[src/rtl/eeprom_wp_pkg.sv]
package eeprom_wp_pkg;

  // status byte bit positions (the command decoder shifts this byte out as is)
  localparam int SR_WIP  = 0;
  localparam int SR_WEL  = 1;
  localparam int SR_BP0  = 2;
  localparam int SR_BP1  = 3;
  localparam int SR_SRWD = 7;
  localparam int SR_W    = 8;

  // command selected this cycle after priority resolution
  typedef enum logic [2:0] {
    OP_IDLE  = 3'd0,
    OP_WRSR  = 3'd1,
    OP_WRITE = 3'd2,
    OP_WRDI  = 3'd3,
    OP_WREN  = 3'd4
  } wp_op_t;

  // strobes from control to the status datapath
  typedef struct packed {
    logic setWel;
    logic clrWel;
    logic loadSr;
    logic setWip;
    logic srGrant;
    logic srIgnore;
    logic wrGrant;
    logic wrIgnore;
  } wp_strobe_t;

endpackage

[src/rtl/wp_sync.sv]
module wp_sync #(
  parameter int STAGES = 2
) (
  input  logic clk,
  input  logic rstN,
  input  logic pinIn,
  output logic pinOut
);

  generate
    if (STAGES == 0) begin : g_bypass
      assign pinOut = pinIn;
    end else begin : g_chain
      logic [STAGES-1:0] chainQ;
      always_ff @(posedge clk or negedge rstN) begin
        if (!rstN) chainQ <= '1;
        else       chainQ <= {chainQ[STAGES-2 >= 0 ? STAGES-2 : 0 : 0], pinIn} & {STAGES{1'b1}};
      end
      assign pinOut = chainQ[STAGES-1];
    end
  endgenerate

endmodule

[src/rtl/wp_ctrl.sv]
module wp_ctrl
  import eeprom_wp_pkg::*;
#(
  parameter int ADDR_W = 10
) (
  input  logic              cmdWren,
  input  logic              cmdWrdi,
  input  logic              cmdWrsr,
  input  logic              cmdWrite,
  input  logic [ADDR_W-1:0] addr,
  input  logic [SR_W-1:0]   statusQ,
  input  logic              wpHigh,
  output wp_strobe_t        strobe,
  output logic              hwLock
);

  localparam int TOP = ADDR_W - 1;
  localparam int NXT = ADDR_W - 2;

  wp_op_t     op;
  logic       busy;
  logic       welSet;
  logic [1:0] bpField;
  logic [1:0] upperBits;
  logic       inProt;

  // priority: status write, array write, disable, enable
  always_comb begin
    if (cmdWrsr)       op = OP_WRSR;
    else if (cmdWrite) op = OP_WRITE;
    else if (cmdWrdi)  op = OP_WRDI;
    else if (cmdWren)  op = OP_WREN;
    else               op = OP_IDLE;
  end

  assign busy      = statusQ[SR_WIP];
  assign welSet    = statusQ[SR_WEL];
  assign bpField   = {statusQ[SR_BP1], statusQ[SR_BP0]};
  assign upperBits = {addr[TOP], addr[NXT]};
  assign hwLock    = statusQ[SR_SRWD] & ~wpHigh;

  always_comb begin
    unique case (bpField)
      2'b00:   inProt = 1'b0;
      2'b01:   inProt = (upperBits == 2'b11);
      2'b10:   inProt = upperBits[1];
      default: inProt = 1'b1;
    endcase
  end

  always_comb begin
    strobe = '0;
    unique case (op)
      OP_WRSR: begin
        strobe.clrWel = 1'b1;
        if (!busy && welSet && !hwLock) begin
          strobe.loadSr  = 1'b1;
          strobe.setWip  = 1'b1;
          strobe.srGrant = 1'b1;
        end else begin
          strobe.srIgnore = 1'b1;
        end
      end
      OP_WRITE: begin
        strobe.clrWel = 1'b1;
        if (!busy && welSet && !inProt) begin
          strobe.setWip  = 1'b1;
          strobe.wrGrant = 1'b1;
        end else begin
          strobe.wrIgnore = 1'b1;
        end
      end
      OP_WRDI: strobe.clrWel = 1'b1;
      OP_WREN: strobe.setWel = 1'b1;
      default: ;
    endcase
  end

endmodule

[src/rtl/wp_datapath.sv]
module wp_datapath
  import eeprom_wp_pkg::*;
(
  input  logic            clk,
  input  logic            rstN,
  input  wp_strobe_t      strobe,
  input  logic            progDone,
  input  logic [SR_W-1:0] srIn,
  output logic [SR_W-1:0] statusQ,
  output logic            srGrant,
  output logic            srIgnore,
  output logic            wrGrant,
  output logic            wrIgnore
);

  logic       srwdQ;
  logic [1:0] bpQ;
  logic       welQ;
  logic       wipQ;

  always_ff @(posedge clk or negedge rstN) begin
    if (!rstN) begin
      srwdQ <= 1'b0;
      bpQ   <= 2'b00;
    end else if (strobe.loadSr) begin
      srwdQ <= srIn[SR_SRWD];
      bpQ   <= {srIn[SR_BP1], srIn[SR_BP0]};
    end
  end

  always_ff @(posedge clk or negedge rstN) begin
    if (!rstN)              welQ <= 1'b0;
    else if (strobe.clrWel) welQ <= 1'b0;
    else if (strobe.setWel) welQ <= 1'b1;
  end

  always_ff @(posedge clk or negedge rstN) begin
    if (!rstN)              wipQ <= 1'b0;
    else if (strobe.setWip) wipQ <= 1'b1;
    else if (progDone)      wipQ <= 1'b0;
  end

  always_ff @(posedge clk or negedge rstN) begin
    if (!rstN) begin
      srGrant  <= 1'b0;
      srIgnore <= 1'b0;
      wrGrant  <= 1'b0;
      wrIgnore <= 1'b0;
    end else begin
      srGrant  <= strobe.srGrant;
      srIgnore <= strobe.srIgnore;
      wrGrant  <= strobe.wrGrant;
      wrIgnore <= strobe.wrIgnore;
    end
  end

  always_comb begin
    statusQ          = '0;
    statusQ[SR_WIP]  = wipQ;
    statusQ[SR_WEL]  = welQ;
    statusQ[SR_BP0]  = bpQ[0];
    statusQ[SR_BP1]  = bpQ[1];
    statusQ[SR_SRWD] = srwdQ;
  end

endmodule

[src/rtl/eeprom_wp_ctrl.sv]
module eeprom_wp_ctrl
  import eeprom_wp_pkg::*;
#(
  parameter int ADDR_W      = 10,
  parameter int SYNC_STAGES = 2
) (
  input  logic              clk,
  input  logic              rstN,
  input  logic              cmdWren,
  input  logic              cmdWrdi,
  input  logic              cmdWrsr,
  input  logic              cmdWrite,
  input  logic              progDone,
  input  logic [ADDR_W-1:0] addr,
  input  logic [7:0]        srIn,
  input  logic              wpN,
  output logic [7:0]        statusReg,
  output logic              srGrant,
  output logic              srIgnore,
  output logic              wrGrant,
  output logic              wrIgnore,
  output logic              hwProtMode
);

  logic       wpSync;
  wp_strobe_t strobe;
  logic [7:0] statusQ;

  wp_sync #(.STAGES(SYNC_STAGES)) u_sync (
    .clk(clk), .rstN(rstN), .pinIn(wpN), .pinOut(wpSync)
  );

  wp_ctrl #(.ADDR_W(ADDR_W)) u_ctrl (
    .cmdWren(cmdWren), .cmdWrdi(cmdWrdi), .cmdWrsr(cmdWrsr), .cmdWrite(cmdWrite),
    .addr(addr), .statusQ(statusQ), .wpHigh(wpSync),
    .strobe(strobe), .hwLock(hwProtMode)
  );

  wp_datapath u_dp (
    .clk(clk), .rstN(rstN), .strobe(strobe), .progDone(progDone), .srIn(srIn),
    .statusQ(statusQ), .srGrant(srGrant), .srIgnore(srIgnore),
    .wrGrant(wrGrant), .wrIgnore(wrIgnore)
  );

  assign statusReg = statusQ;

endmodule

[config.mk]
export PLATFORM = sky130hd
export DESIGN_NAME = eeprom_wp_ctrl
export DESIGN_NICKNAME = d
export VERILOG_FILES = /design/src/rtl/eeprom_wp_pkg.sv /design/src/rtl/wp_sync.sv /design/src/rtl/wp_ctrl.sv /design/src/rtl/wp_datapath.sv /design/src/rtl/eeprom_wp_ctrl.sv
export SDC_FILE = /design/constraint.sdc
export NUM_CORES = 1
export LEC_CHECK = 0
export CAP_MARGIN = 25
export CORE_MARGIN = 2
export CORE_UTILIZATION = 35
export CTS_BUF_LIST = sky130_fd_sc_hd__clkbuf_2
export CTS_CLUSTER_DIAMETER = 120
export DETAILED_ROUTE_END_ITERATION = 10
export PLACE_DENSITY = 0.85
export SETUP_SLACK_MARGIN = 0.05
export SLEW_MARGIN = 20
export SYNTH_ARGS = -nofsm -noshare
export SYNTH_HDL_FRONTEND = slang
export SYNTH_SLANG_ARGS = --single-unit
[constraint.sdc]
create_clock -name clk -period 3.34 [get_ports clk]
set_clock_uncertainty 0.1 [all_clocks]
set_input_delay 0.334 -clock clk [delete_from_list [all_inputs] [get_ports clk]]
set_output_delay 0.334 -clock clk [all_outputs]
set_load 0.03 [all_outputs]
==> results of run 1 <==
flip-flops by register name, indices dropped and copies added (netlist names):
register               cells
u_dp.bpQ                   2
u_dp.srGrant               1
u_dp.srIgnore              1
u_dp.srwdQ                 1
u_dp.welQ                  1
u_dp.wipQ                  1
u_dp.wrGrant               1
u_dp.wrIgnore              1
u_sync.g_chain.chainQ      2
Yosys cell counts, types with 2 or more instances:
master and instances:
dfstp_2 2, dfrtp_1 9, nor2_1 2, inv_1 4
buf_4 6, mux2_4 3
metrics by stage:
| step | area, sq um | instances | total power, W | worst slack, ns | utilization (%) |
|---|---|---|---|---|---|
| detailed placement | 687 | 71 | 0.000271 | 1.65 | 52.8 |
| floorplan | 493 | 40 | 0.000228 | 2.09 | - |
| finish | 707 | 75 | 0.000342 | 1.37 | 54.3 |
| CTS | 707 | 75 | 0.000347 | 1.35 | 54.3 |
| global placement | 687 | 71 | 0.000268 | 1.64 | 52.8 |
| global route | 707 | 75 | 0.000356 | 1.32 | 54.3 |
report_power, final:
part           switching, W  leakage (nW)  total (W)  internal [W]
registers         0.0000131         0.138   0.000161      0.000148
clock network     0.0000416        0.0166  0.0000734     0.0000318
logic             0.0000541         0.171   0.000108     0.0000536
worst max-delay path by stage:
stage                                  startpoint                      end
2_1_floorplan  u_sync.g_chain.chainQ[1]$_DFF_PN1_  u_dp.bpQ[0]$_DFFE_PN0P_
5_1_grt        u_sync.g_chain.chainQ[1]$_DFF_PN1_               hwProtMode
3_5_place_dp   u_sync.g_chain.chainQ[1]$_DFF_PN1_               hwProtMode
6_report       u_sync.g_chain.chainQ[1]$_DFF_PN1_               hwProtMode
3_3_place_gp   u_sync.g_chain.chainQ[1]$_DFF_PN1_               hwProtMode
4_1_cts        u_sync.g_chain.chainQ[1]$_DFF_PN1_               hwProtMode
final cells by class:
type                            count  share of cell area, %
Multi-Input combinational cell     19                   21.9
Clock buffer                        4                   2.83
Sequential cell                    11                   39.3
Inverter                            4                   2.12
Timing Repair Buffer               22                   31.2
Tap cell                           15                   2.65
layer usage:
| layer | GRT usage, % | up-vias |
|---|---|---|
| li1 | - | 157 |
| met1 | 11.1 | 153 |
| met2 | 22.7 | 20 |
| met3 | 4.35 | 0 |
| met4 | 4.84 | 0 |
| met5 | 0 | - |
cell families after synthesis:
group	after synthesis	synth area share, %
AOI/OAI and AO/OA	4	5.93
buffers and inverters	10	12.4
DFF	11	57.2
muxes	3	9.28
other	1	0.772
and+or+nand+nor	9	14.4
==> impl_results.md, run 1 <==
- GPL Wtd Cong: between 0.6 and 0.7
- Critical path cell sequence: nand2b_2, inv_1, clkdlybuf4s50_1
- Static Leak: 0.325 nW
- Gr ovfl total: 0
- Wirelength per Cell: 11.0 um
- First-pass GRT wire length: 1250 um
- Port buffer count: 22
- Initial Utilization: roughly 37%
- Vias in the first global route: about 330
- Crit path max-delay cell type: clkdlybuf4s50_1
- Cts bufs inserted: 3
- Top Ports: 39
- Cell Rows: 13
- Worst R2R Path Depth: 3
- H-tree Lvls: 1
- Worst r2r src: u_sync.g_chain.chainQ[1]$_DFF_PN1_
- Critical Path Max Stage Delay: 0.58 ns
- Most frequent cells in the layout: 22 x clkdlybuf4s50_1, 9 x dfrtp_1, 4 x inv_1, 4 x clkbuf_2
- Max cap viols: 0
- Required @ worst endpoint: 2.91 ns
- HP Class: flip-flop to flip-flop
- Worst path depth: 3
- Met1 WL: around 320 um
- Final nets: 87
- Post-CTS Setup Bufs: 0
- Period utilization: between 50% and 60%
- Post-synth EDFFs: 0
- Post-cts gate resize count: 0
- Post-synth ARST share: 100%
- Hold_sp: u_sync.g_chain.chainQ[0]$_DFF_PN1_
- Hold path cells: 0
- P per Cell Area: between 400 and 500 mW/mm^2
- DIE WIDTH: around 41 um
- CTS root buf: clkbuf_2
- Vias/cell: around 4.4
- CP Buf/Inv Count: 2
- Register area: between 200 and 300 sq um
- Topmost layer with routed signal wires: met3
- Outcome: completed
- Clock Tree Buf Depth: 2
- Fillers: between 100 and 150
- Post-Syn Area: just under 500 sq um
- Dominant synthesized flop cell: dfrtp_1
- WHS Endpoint: u_sync.g_chain.chainQ[1]$_DFF_PN1_
- Crit-path max FO: 3
- Tot GR Track Use: 11.9%
- Slew Limit Fails: 0
- Post-synth cell types: 18
- Antenna diodes: 0
- CTS clk-pin slew, worst paths: 0.10 ns
- Met2 wire len: 413 um
- Vias: 330
- Pin count of the biggest net entering global routing: 12
- Synth area leader: dfrtp_1
- 1st-iter DRT viols: 0
- Final Critical Period: 1.97 ns
- Synth Instances: 38
- Peak supply drop: between 0.0002 and 0.00025 V
- Crit path max-delay family: buffers and inverters
- CORE AREA: 0.00130 sq mm
- DRC: 0
- Setup CP Type: flip-flop to output pin
- Met3 Wirelength: roughly 89 um
- Yosys Warn Count: 0
- Pre-antenna DRT Iters: 1
- Min Hold Slack: 0.262 ns
- CTS tree: yes
- P&R area growth vs syn: 45.6%
- Post-route setup TNS: 0 ns
- Max Fclk: just over 500 MHz
- Yosys top cell area share: a little under half
- CP startpoint kind: flip-flop
- CTS Sinks: 11
- Most common cell after layout, fill and taps aside: clkdlybuf4s50_1
- Total die area: around 0.0017 sq mm
- Seq cells post-synth: 11
- Multi-input gate area: 155 sq um
- Layout cells sized above 1: ~20%
- Clock latency on the worst-skew pair: between 0.2 and 0.25 ns
- Final ANT Viol Nets: 0
- R2R Path End: u_dp.srwdQ$_DFFE_PN0P_
- Kind of end point of the critical path: output pin
- Final setup viols: 0
- Die extent in y: around 41 um
- RSZ-0062 raised after global routing: no
- Part of the Yosys area used for sequential elements: between 50% and 60%
- Initial antenna violation count: 0
- Reg2Reg Setup Slack: ~2.0 ns
- Critical path arrival: between 1.5 and 2 ns
- Synthesized area per cell: approximately 13 sq um
- DRT Wirelength: a little over 800 um
- Hold_buf cts: 0
- Hold Vio Cnt, Final: 0
- DP Wirelength: between 600 and 700 um
- Area contributors post-synth: dfrtp_1 46%, dfstp_2 11%, buf_4 9.3%
Note: power is estimated with default switching activity, not from simulation.
==> run 2, diff against run 1 <==
--- a/config.mk
+++ b/config.mk
@@ -7,11 +7,11 @@
 export LEC_CHECK = 0
 export CAP_MARGIN = 25
 export CORE_MARGIN = 2
-export CORE_UTILIZATION = 35
+export CORE_UTILIZATION = 29
 export CTS_BUF_LIST = sky130_fd_sc_hd__clkbuf_2
 export CTS_CLUSTER_DIAMETER = 120
 export DETAILED_ROUTE_END_ITERATION = 10
-export PLACE_DENSITY = 0.85
+export PLACE_DENSITY = 0.75
 export SETUP_SLACK_MARGIN = 0.05
 export SLEW_MARGIN = 20
 export SYNTH_ARGS = -nofsm -noshare
==> constraint.sdc (replaced) <==
create_clock -name clk -period 1.6 [get_ports clk]
set_clock_uncertainty 0.1 [all_clocks]
set_input_delay 0.16 -clock clk [delete_from_list [all_inputs] [get_ports clk]]
set_output_delay 0.16 -clock clk [all_outputs]
set_load 0.03 [all_outputs]
==> run 2 against run 1 <==
Power increased by 100%. Design area increased by 1.2%. Global-route usage decreased by 1.7 points. Die area increased by 19%. Via count increased by 1.8%. Sequential cell count unchanged. Clock power increased by 110%. Critical path type unchanged. First-iteration DRC count unchanged. Sequential share of layout area decreased by 0.48 points.
==> impl_results.md, run 2 (synthesis gave the netlist of run 1 again) <==
- First-pass GRT wire length: 1390 um (+12%)
- Final nets: 88 (+1.1%)
- Final ANT Viol Nets: 0 (unchanged)
- Total die area: 0.00202 sq mm (+19%)
- Met2 wire len: 420 um (+1.7%)
- Port buffer count: 22 (unchanged)
- CTS Sinks: 11 (unchanged)
- CTS clk-pin slew, worst paths: 0.10 ns (about the same)
- Hold_buf cts: 0 (unchanged)
- Gr ovfl total: 0 (unchanged)
- Worst r2r src: u_sync.g_chain.chainQ[1]$_DFF_PN1_
- DRT Wirelength: 852 um (+3.0%)
- Most common cell after layout, fill and taps aside: clkdlybuf4s50_1
- Layout cells sized above 1: 21.3% (+1.3 points)
- Final setup viols: 0 (unchanged)
- Clock latency on the worst-skew pair: 0.24 ns (about the same)
- Kind of end point of the critical path: output pin
- RSZ-0062 raised after global routing: yes
- Slew Limit Fails: 0 (unchanged)
- P per Cell Area: 969 mW/mm^2 (+100%)
- Pin count of the biggest net entering global routing: 12 (unchanged)
- Die extent in y: 44.9 um (+8.9%)
- Initial antenna violation count: 0 (unchanged)
- Clock Tree Buf Depth: 2 (unchanged)
- CORE AREA: 0.00154 sq mm (+18%)
- CTS tree: yes
- Period utilization: between 90% and 100%
- Met3 Wirelength: 104 um (+17%)
- HP Class: input pin to async pin
- Outcome: completed
- Wirelength per Cell: 11.1 um (+0.35%)
- Final Critical Period: about 1.5 ns
- Worst R2R Path Depth: 4 (+1)
- Met1 WL: 327 um (+0.93%)
- Initial Utilization: 31.5% (-5.8 points)
- CP startpoint kind: flip-flop
- 1st-iter DRT viols: 0 (unchanged)
- Peak supply drop: 0.000399 V (+64%)
- H-tree Lvls: 1 (unchanged)
- Cts bufs inserted: 3 (unchanged)
- Max Fclk: about 670 MHz
- Top Ports: 39 (unchanged)
- Max cap viols: 0 (unchanged)
- P&R area growth vs syn: 47.4%
- DP Worst Slack: 0.119 ns (-1.53 ns)
- Tot GR Track Use: 10.1% (-1.7 points)
- Vias in the first global route: 357 (+7.5%)
- Hold Vio Cnt, Final: 0 (unchanged)
- Final core utilization: 46.4% (-7.9 points)
- GPL Wtd Cong: 0.705 (+15%)
- DRC: 0 (unchanged)
- Vias/cell: 4.36 (-0.83%)
- Critical path startpoint: u_sync.g_chain.chainQ[1]$_DFF_PN1_
- Crit-path max FO: 2 (-1)
- Post-route setup TNS: 0 ns (unchanged)
- Antenna diodes: 0 (unchanged)
- CTS root buf: clkbuf_2
- Post-CTS Setup Bufs: 0 (unchanged)
- Cell Rows: 14 (+1)
- Critical path arrival: 1.24 ns (-0.30 ns)
- DIE WIDTH: 44.9 um (+8.9%)
- Topmost layer with routed signal wires: met3
- Setup CP Type: flip-flop to output pin
- Required @ worst endpoint: 1.34 ns (-1.57 ns)
- Most frequent cells in the layout: 12 x clkdlybuf4s50_1, 9 x dfrtp_1, 6 x dlygate4sd2_1, 4 x inv_1, 4 x clkbuf_2
- Static Leak: 0.393 nW (+21%)
- Top Registers: u_dp.bpQ: 2 flops, u_sync.g_chain.chainQ: 2 flops
- Pre-antenna DRT Iters: 1 (unchanged)
- Final WS setup: 0.0971 ns (-1.27 ns)
- Vias: 336 (+1.8%)
==> run 2: cell count changes in the layout (fill, tap and decap cells not counted) <==
cell             before  now
buf_4                 0    1
clkdlybuf4s15_1       0    1
clkdlybuf4s50_1      22   12
dlygate4sd2_1         0    6
dlymetal6s2s_1        0    3
==> run 2: critical path, stage by stage (launching register included) <==
cell and delay [ns]:
dfstp_2 0.53, nand2b_2 0.11, inv_1 0.04, clkdlybuf4s15_1 0.32
==> run 2: final timing paths <==
path | end | slack [ns]
hold reg to reg | u_sync.g_chain.chainQ[1]$_DFF_PN1_ | 0.27
max in group asynchronous | u_sync.g_chain.chainQ[0]$_DFF_PN1_ | 0.93
hold / removal | u_dp.wipQ$_DFFE_PN0P_ | 0.13
setup / recovery | hwProtMode | 0.1
setup reg to reg | u_dp.bpQ[1]$_DFFE_PN0P_ | 0.22
min in group clk | u_sync.g_chain.chainQ[0]$_DFF_PN1_ | 0.21
==> run 2: cell type report <==
class | instances | area, sq um
Clock buffer | 4 | 20.0
Timing Repair Buffer | 23 | 228
Tap cell | 16 | 20.0
Sequential cell | 11 | 278
Inverter | 4 | 15.0
Multi-Input combinational cell | 19 | 155
Fill cell | 152 | 826
==> run 2: repair_timing <==
action | 4_1_cts | 5_1_grt
resized for setup | 7 | 4
setup endpoints to repair | 7 | 4
gates cloned | 0 | 0
==> run 2: through the flow <==
stage	cells	instance area, sq um	hold slack (ns)	total power, W
finish	77	716	0.128	0.000693
detailed placement	73	696	0.252	0.000570
CTS	77	707	0.120	0.000710
global route	77	716	0.129	0.000744
floorplan	40	493	-0.236	0.000477
global placement	73	696	0.246	0.000567
==> run 2: where the power goes <==
group	total [W]	switching, W	internal [W]
clock network	0.000152	0.0000856	0.0000664
registers	0.000331	0.0000223	0.000308
logic	0.000211	0.000113	0.0000976
==> run 2: per-layer routing <==
metal	track usage, %	vias up
met5	0	-
met4	7.06	0
met3	4.00	0
met2	17.1	18
met1	10.2	160
li1	-	158
